==> src/rtl/gcp_pkg.sv <==
package gcp_pkg;

    typedef enum logic [1:0] {
        CNT_SNT = 2'b00,
        CNT_WNT = 2'b01,
        CNT_WT  = 2'b10,
        CNT_ST  = 2'b11
    } cnt_state_e;

    localparam cnt_state_e CNT_INIT = CNT_WNT;

endpackage

==> src/rtl/gcp_history.sv <==
module gcp_history #(
    parameter int HIST_W = 2
) (
    input  logic              clk,
    input  logic              rst_n,
    input  logic              shift_en,
    input  logic              shift_bit,
    output logic [HIST_W-1:0] hist_q
);

    logic [HIST_W-1:0] hist_d;

    generate
        if (HIST_W == 1) begin : g_one
            always_comb hist_d = shift_bit;
        end else begin : g_many
            always_comb hist_d = {hist_q[HIST_W-2:0], shift_bit};
        end
    endgenerate

    always_ff @(posedge clk) begin
        if (!rst_n) begin
            hist_q <= '0;
        end else if (shift_en) begin
            hist_q <= hist_d;
        end
    end

    // the newest outcome lands in bit 0
    assert_new_lsb_R2: assert property (@(posedge clk) disable iff (!rst_n)
        shift_en |=> hist_q[0] == $past(shift_bit));

    generate
        if (HIST_W > 1) begin : g_chk
            // older outcomes move one place up
            assert_shift_up_R2: assert property (@(posedge clk) disable iff (!rst_n)
                shift_en |=> hist_q[HIST_W-1:1] == $past(hist_q[HIST_W-2:0]));
        end
    endgenerate

    // no resolve, no history movement
    assert_hist_hold_R8: assert property (@(posedge clk) disable iff (!rst_n)
        !shift_en |=> $stable(hist_q));

endmodule

==> src/rtl/gcp_index.sv <==
module gcp_index #(
    parameter int PC_W   = 32,
    parameter int PC_LSB = 2,
    parameter int IDX_W  = 4,
    parameter int HIST_W = 2
) (
    input  logic [IDX_W-1:0]        pc_row,
    input  logic [HIST_W-1:0]       hist,
    output logic [IDX_W+HIST_W-1:0] entry
);

    localparam int ROWS = 1 << IDX_W;

    // row in the high part, history column in the low part
    always_comb entry = {pc_row, hist};

    initial begin
        assert (PC_W > PC_LSB + IDX_W && ROWS > 0) else $error("bad index geometry");
    end

endmodule

==> src/rtl/gcp_counter_table.sv <==
module gcp_counter_table
    import gcp_pkg::*;
#(
    parameter int ADDR_W = 6
) (
    input  logic              clk,
    input  logic              rst_n,
    input  logic [ADDR_W-1:0] rd_idx,
    output logic              rd_taken,
    input  logic              wr_en,
    input  logic [ADDR_W-1:0] wr_idx,
    input  logic              wr_taken
);

    localparam int ENTRIES = 1 << ADDR_W;

    cnt_state_e tbl_q [ENTRIES];
    cnt_state_e cur_state;
    cnt_state_e nxt_state;

    // state register for all counters
    always_ff @(posedge clk) begin
        if (!rst_n) begin
            for (int i = 0; i < ENTRIES; i++) begin
                tbl_q[i] <= CNT_INIT;
            end
        end else if (wr_en) begin
            tbl_q[wr_idx] <= nxt_state;
        end
    end

    // next state of the counter being resolved
    always_comb begin
        cur_state = tbl_q[wr_idx];
        nxt_state = cur_state;
        unique case (cur_state)
            CNT_SNT: nxt_state = wr_taken ? CNT_WNT : CNT_SNT;
            CNT_WNT: nxt_state = wr_taken ? CNT_WT  : CNT_SNT;
            CNT_WT:  nxt_state = wr_taken ? CNT_ST  : CNT_WNT;
            CNT_ST:  nxt_state = wr_taken ? CNT_ST  : CNT_WT;
            default: nxt_state = CNT_INIT;
        endcase
    end

    // output decode
    always_comb begin
        unique case (tbl_q[rd_idx])
            CNT_WT, CNT_ST: rd_taken = 1'b1;
            default:        rd_taken = 1'b0;
        endcase
    end

    // clamp at the top
    assert_sat_top_R4: assert property (@(posedge clk) disable iff (!rst_n)
        (wr_en && wr_taken && cur_state == CNT_ST) |=> tbl_q[$past(wr_idx)] == CNT_ST);

    // clamp at the bottom
    assert_sat_bot_R4: assert property (@(posedge clk) disable iff (!rst_n)
        (wr_en && !wr_taken && cur_state == CNT_SNT) |=> tbl_q[$past(wr_idx)] == CNT_SNT);

    // one step up on taken below the top
    assert_step_up_R4: assert property (@(posedge clk) disable iff (!rst_n)
        (wr_en && wr_taken && cur_state != CNT_ST)
        |=> 2'(tbl_q[$past(wr_idx)]) == 2'(2'($past(cur_state)) + 2'd1));

    // one step down on not-taken above the bottom
    assert_step_dn_R4: assert property (@(posedge clk) disable iff (!rst_n)
        (wr_en && !wr_taken && cur_state != CNT_SNT)
        |=> 2'(tbl_q[$past(wr_idx)]) == 2'(2'($past(cur_state)) - 2'd1));

endmodule

==> src/rtl/gcorr_predictor.sv <==
module gcorr_predictor
    import gcp_pkg::*;
#(
    parameter int PC_W   = 32,
    parameter int PC_LSB = 2,
    parameter int IDX_W  = 4,
    parameter int HIST_W = 2
) (
    input  logic              clk,
    input  logic              rst_n,
    input  logic [PC_W-1:0]   pred_pc,
    output logic              pred_taken,
    output logic [HIST_W-1:0] pred_hist,
    input  logic              res_valid,
    input  logic [PC_W-1:0]   res_pc,
    input  logic              res_taken,
    input  logic [HIST_W-1:0] res_hist
);

    localparam int ADDR_W = IDX_W + HIST_W;

    logic [HIST_W-1:0] ghr_q;
    logic [ADDR_W-1:0] rd_idx;
    logic [ADDR_W-1:0] wr_idx;
    logic              unused_pc_bits;

    assign unused_pc_bits = ^{pred_pc[PC_W-1:PC_LSB+IDX_W], pred_pc[PC_LSB-1:0],
                              res_pc[PC_W-1:PC_LSB+IDX_W],  res_pc[PC_LSB-1:0]};

    gcp_history #(.HIST_W(HIST_W)) u_hist (
        .clk       (clk),
        .rst_n     (rst_n),
        .shift_en  (res_valid),
        .shift_bit (res_taken),
        .hist_q    (ghr_q)
    );

    gcp_index #(.PC_W(PC_W), .PC_LSB(PC_LSB), .IDX_W(IDX_W), .HIST_W(HIST_W)) u_rd_index (
        .pc_row (pred_pc[PC_LSB +: IDX_W]),
        .hist   (ghr_q),
        .entry  (rd_idx)
    );

    gcp_index #(.PC_W(PC_W), .PC_LSB(PC_LSB), .IDX_W(IDX_W), .HIST_W(HIST_W)) u_wr_index (
        .pc_row (res_pc[PC_LSB +: IDX_W]),
        .hist   (res_hist),
        .entry  (wr_idx)
    );

    gcp_counter_table #(.ADDR_W(ADDR_W)) u_table (
        .clk      (clk),
        .rst_n    (rst_n),
        .rd_idx   (rd_idx),
        .rd_taken (pred_taken),
        .wr_en    (res_valid),
        .wr_idx   (wr_idx),
        .wr_taken (res_taken)
    );

    assign pred_hist = ghr_q;

    // history is clear in the first cycle after reset
    assert_reset_hist_R1: assert property (@(posedge clk)
        $rose(rst_n) |-> pred_hist == '0);

endmodule

==> config.mk <==
export PLATFORM = sky130hd
export DESIGN_NAME = gcorr_predictor
export DESIGN_NICKNAME = d
export VERILOG_FILES = /design/src/rtl/gcp_pkg.sv /design/src/rtl/gcp_history.sv /design/src/rtl/gcp_index.sv /design/src/rtl/gcp_counter_table.sv /design/src/rtl/gcorr_predictor.sv
export SDC_FILE = /design/constraint.sdc
export NUM_CORES = 1
export LEC_CHECK = 0
export ABC_AREA = 1
export ABC_CLOCK_PERIOD_IN_PS = 2100
export BUFFER_PORTS_ARGS = -buffer_cell sky130_fd_sc_hd__buf_4
export CORE_MARGIN = 5
export CORE_UTILIZATION = 54
export DETAILED_ROUTE_END_ITERATION = 16
export GPL_TIMING_DRIVEN = 0
export PLACE_DENSITY = 0.77
export SLEW_MARGIN = 20
export SYNTH_ARGS = -nofsm -noshare
export SYNTH_HDL_FRONTEND = slang
export SYNTH_SLANG_ARGS = --single-unit
==> constraint.sdc <==
create_clock -name clk -period 2.1 [get_ports clk]
set_input_delay 0.21 -clock clk [delete_from_list [all_inputs] [get_ports clk]]
set_output_delay 0.21 -clock clk [all_outputs]
set_load 0.02 [all_outputs]
; ---- After elaboration in Yosys (flattened, before gate mapping)
; Memory sizes are Yosys's and may differ from the RTL's.
; Index checks and enable logic that the tools add are counted.
[totals]
in_bits = 70
ff_bits = 2
memories = 1
word_cells = 23
ramBits = 128
[classes]
mux = 13
reduce_logical = 3
n_eq_ne = 5
[memory_table]
columns = memory, depth, word_bits, rd, rd_ports_with_merged_regs, write_ports, line
row1 = u_table.tbl_q, 64, 2, 2, 0, 64, gcp_counter_table.sv:17  ; cnt_state_e tbl_q [ENTRIES];
[ops]
columns = op, count
row1 = "equality test 2 bit, second input constant", 4
row2 = 2-to-1 mux 1 bit, 8
row3 = one-hot mux 2 bit (4 select lines), 1
row4 = 2-to-1 mux 2 bit, 3
row5 = 2-to-1 mux 6 bit, 1
row6 = OR reduction 2 bit, 2
row7 = "equality test 2 x 1 -> 1 bit, second input constant", 1
row8 = logical NOT 2 bit, 1

; ---- Longest topological paths before layout
[depth]
ltp_word = 5
depth_mapped = 18
depth_no_buf = 15

; ---- Cells and area by module
; From an unflattened synthesis, not the netlist that was laid out.
[unflattened]
cells_unflattened = 1043
hier_area_um2 = 7701.1
[modules_own_cells]
columns = mod, cells_per_inst, instances, area_each_um2
row1 = gcp_counter_table, 1019, 1, 7531.0
row2 = gcp_index, 6, 2, 45.0
row3 = gcp_history, 12, 1, 80.1

; ---- Worst setup path after synthesis
; Ideal clock, no wire load.
[synth_timing]
kind = in2reg
from = in res_hist[0]
to = mem u_table.tbl_q[10][1] (netlist bit) (data pin)
path_slack_ps = 129
path_stages = 14
arrival_ps = 1719
path_buffers = 4
cell_sequence = buf_2 -> buf_4 -> buf_2 -> o211ai_1 -> nand2_1 -> nor2_1 -> nor2_1 -> nor2_1 -> nand2_1 -> nor2_1 -> nand2_1 -> nand2_2 -> buf_4 -> nor2_1
[synth_lines]
columns = item, line
row1 = from (decl), gcorr_predictor.sv:17  ; input logic [HIST_W-1:0] res_hist
row2 = to (decl), gcp_counter_table.sv:17

; ---- Worst setup path after layout
[layout_timing]
from = reg u_hist.hist_q[0]
to = out pred_taken
[layout_via]
elab_chain_len = 4
elab_cells_between_ends = 5
cone_classes = 2 x eq/ne / 1 x mux / 1 x reduce/logical / 1 x memory
[layout_rtl]
columns = item, line
row1 = from (decl), gcp_history.sv:8  ; output logic [HIST_W-1:0] hist_q
row2 = from (signal assigned), gcp_history.sv:25  ; hist_q <= hist_d;
row3 = memory (64 x 2 bit) (*), -
row4 = equality test 2 bit, gcp_counter_table.sv:47  ; unique case (tbl_q[rd_idx])
row5 = OR reduction 2 bit (*), gcp_counter_table.sv:47
row6 = 2-to-1 mux 1 bit (*), gcp_counter_table.sv:47
row7 = to (decl), gcorr_predictor.sv:12  ; output logic pred_taken,
; Mark *: on every way between the ends. The rest lies on a longest branch, timed or not.

==> flow_summary_export.csv <==
group,metric,value,unit
setup_path,crit_type,"flip-flop to primary output",
synth,synth_cells,1011,
flow_run,drv_cap,0,
sta,worstMarginPinSlew,0.914,ns
power,ir_drop,0.519,mV
die,rows,43,
setup_path,cp_data_required_time,1.89,ns
sta,max_slew_margin,0.391,
placed_design,routabilityCongestion,1.03,
synth,synth_nets,1081,
placed_design,dp_hpwl,17000,um
detailed_routing,ant_nets,0,
clock_network,numCtsBuffers,17,
detailed_routing,post-route-drc-count,0,
clock_network,tritoncts,"built",
hold_path,min_path_type,"input port to flip-flop",
clock_network,clkTransAtPathRegs,0.06,ns
die,start_util,0.548,
setup_path,max_stage_delay,0.38,ns
die,die_y,129,um
synth,synth_top_area_frac,0.507,
die,die_w,129,um
clock_network,clkSinkCount,130,
synth,netlist-cell-type-count,26,
detailed_routing,vias_per_cell,6.18,
final_layout,multi_input_area,0.00369,mm2
grt,grt_usage,0.324,
synth,synth_area_per_cell,7.50,um2
power,power_frac_comb,0.220,
placed_design,port_buffers,14,
synth,synth_seq_cells,130,
setup_path,cp_slowest_cell,"dfxtp_4",
setup_path,worst_ep_arrival_time,2.16,ns
detailed_routing,dr.first_iter.drc_count,1422,
synth,synth.largest_area_cell,"edfxtp_1",
final_layout,layout-drive-gt1-share,0.249,
setup_path,crit_fanout,5,
grt,grt_max_degree,17,
synth,synth_area,0.00758,mm2
final_layout,final_cell_mix,"nand2_1 (347), edfxtp_1 (128), nor2_1 (117)",
grt,grt_pass1_wl,39100,um
clock_network,insertion_delay,0.44,ns
setup_path,cp_top_family,"compound AO/OA/AOI/OAI gates",
sta,grt_setup_unrepaired,"true",
synth,ys_top_cells_by_area,"edfxtp_1 (51%), nand2_1 (17%), nor2_1 (9.1%)",
setup_path,path_buf_inv,3,
detailed_routing,post_drt_wl_per_cell,22.6,um
sta,fin_ws,-0.273,ns
power,power_frac_seq,0.408,
grt,grt_pass1_vias,6926,
final_layout,nets,1146,
die,core_area,0.0138,mm2
synth,yosysSeqAreaShare,0.512,
detailed_routing,drt-total-wl,28700,um
final_layout,finalNonFillerCells,1268,
final_layout,layout.cells.most_common,"nand2_1",
clock_network,clockRootBuffer,"clkbuf_16",
power,clkPwrFrac,0.373,
setup_path,crit_path_end_kind,"primary output",
sta,fin_crit_sh,1.13,
final_layout,fill_cells,1045,
final_layout,seqCellArea,0.00389,mm2
final_layout,post-route-util,0.712,
power,p_leak,0.00375,uW
die,io_pins,73,
power,finalPower,7240,uW
power,p_sw,2140,uW
sta,hold_viol_final,0,
grt,antenna_found_initial,0,
clock_network,h-tree-depth,4,
power,p_int,5110,uW
setup_path,crit_chain,"clkbuf_16 -> buf_4 -> o21ai_1 -> o22ai_1 -> o211ai_1 -> nand3_1 -> nand3b_1 -> nand2_2 -> buf_6",
power,swShare,0.295,
power,p_per_area,736,mW/mm2
grt,gr-total-overflow,0,
detailed_routing,first_pass_iters,7,
sta,skew,0.0136,ns
sta,holdWs,0.0831,ns
status,failed_checks,"negative setup slack",
detailed_routing,num_vias,7836,
status,outcome,"finished, violations left",
sta,setup_viol,130,
placed_design,dp.cells,1205,
sta,min_period,2.37,ns
final_layout,area_growth,29.8,%
setup_path,start_kind,"flip-flop",
final_layout,n_antenna_cell,0,
die,dieArea,0.0165,mm2
sta,fmax,421,MHz
synth,yosysWarnings,0,
clock_network,clockBufferDepth,2,
sta,slew_viol_final,0,
registers in the layout, summed over array words and instances (netlist names):
name and count:
u_table.tbl_q 128, u_hist.hist_q 2
repair_timing:
action                                  in CTS  in global routing
setup buffers                               11                  3
hold buffers                                 1                  0
gates cloned                                 1                 16
pin swaps                                    9                 20
gates resized for setup                     52                199
hold endpoints to repair                     2                  0
endpoints found under the setup margin     143                155
cell type report:
class | count | area share
Buffer | 57 | 0.0512
Clock buffer | 23 | 0.0455
Clock inverter | 8 | 0.00648
Inverter | 108 | 0.0421
Multi-Input combinational cell | 718 | 0.375
Sequential cell | 130 | 0.395
Tap cell | 180 | 0.0229
Timing Repair Buffer | 44 | 0.0616
metrics by stage:
| step | instance area [um2] | setup TNS, ns | setup slack, ns |
|---|---|---|---|
| floorplan | 7580 | 0 | 0.129 |
| global placement | 7910 | -124.18 | -1.02 |
| detailed placement | 7910 | -124.78 | -1.01 |
| CTS | 8730 | -0.122 | -0.122 |
| global route | 9850 | -16.85 | -0.294 |
| finish | 9850 | -9.12 | -0.273 |
synthesized netlist by cell type (all sizes together):
cell type  instances
a21oi             11
nand3b             1
nor3b              1
nand4              2
clkinv             2
nor2             184
o221ai             3
or2                1
o21ai             51
o211ai            22
clkbuf            26
inv              106
o22ai              4
nor3               7
buf               31
dfxtp              2
a211oi             1
nand2            353
nand3             75
edfxtp           128
worst reg2reg max path: stages (launching register included):
cell       delay [ns]
edfxtp_1         0.42
nor2_1           0.11
nor2_1           0.05
o21ai_1          0.08
o21ai_1          0.11
o21ai_2          0.20
nand4_1          0.25
nor2_4           0.24
nand2_8          0.12
nand2_8          0.17
clkbuf_16        0.18
nor2_1           0.05
routing by layer:
layer	share of wire	global-route usage
met1	0.34	0.427
met2	0.45	0.496
met3	0.15	0.0922
met4	0.062	0.157
met5	0	0
power by group through the flow:
stage	clock, uW	combinational, uW	sequential, uW
after floorplan	0	598	2980
after global placement	0	910	3000
after detailed placement	0	918	3000
after CTS	2670	1010	2950
after global routing	2820	1650	2960
final	2700	1590	2950
cells by family (layout without fill, tap and decap cells):
group / count (synthesis) / count (layout) / share of synthesized area
buffers and inverters: 165 / 240 / 0.0912
DFF: 130 / 130 / 0.512
AOI/OAI and AO/OA: 92 / 92 / 0.0719
and+or+nand+nor: 624 / 626 / 0.325
final timing paths:
check | start | to | slack (ns) | cells past startpoint
setup / recovery | u_hist.hist_q[0] | pred_taken | -0.27 | 9
hold / removal | res_valid | u_hist.hist_q[0] | 0.08 | 3
setup reg to reg | u_table.tbl_q[38][1] | u_table.tbl_q[57][1] | -0.12 | 11
hold reg to reg | u_hist.hist_q[0] | u_hist.hist_q[1] | 0.77 | 3
No activity file was read; power rests on OpenSTA's default activity.
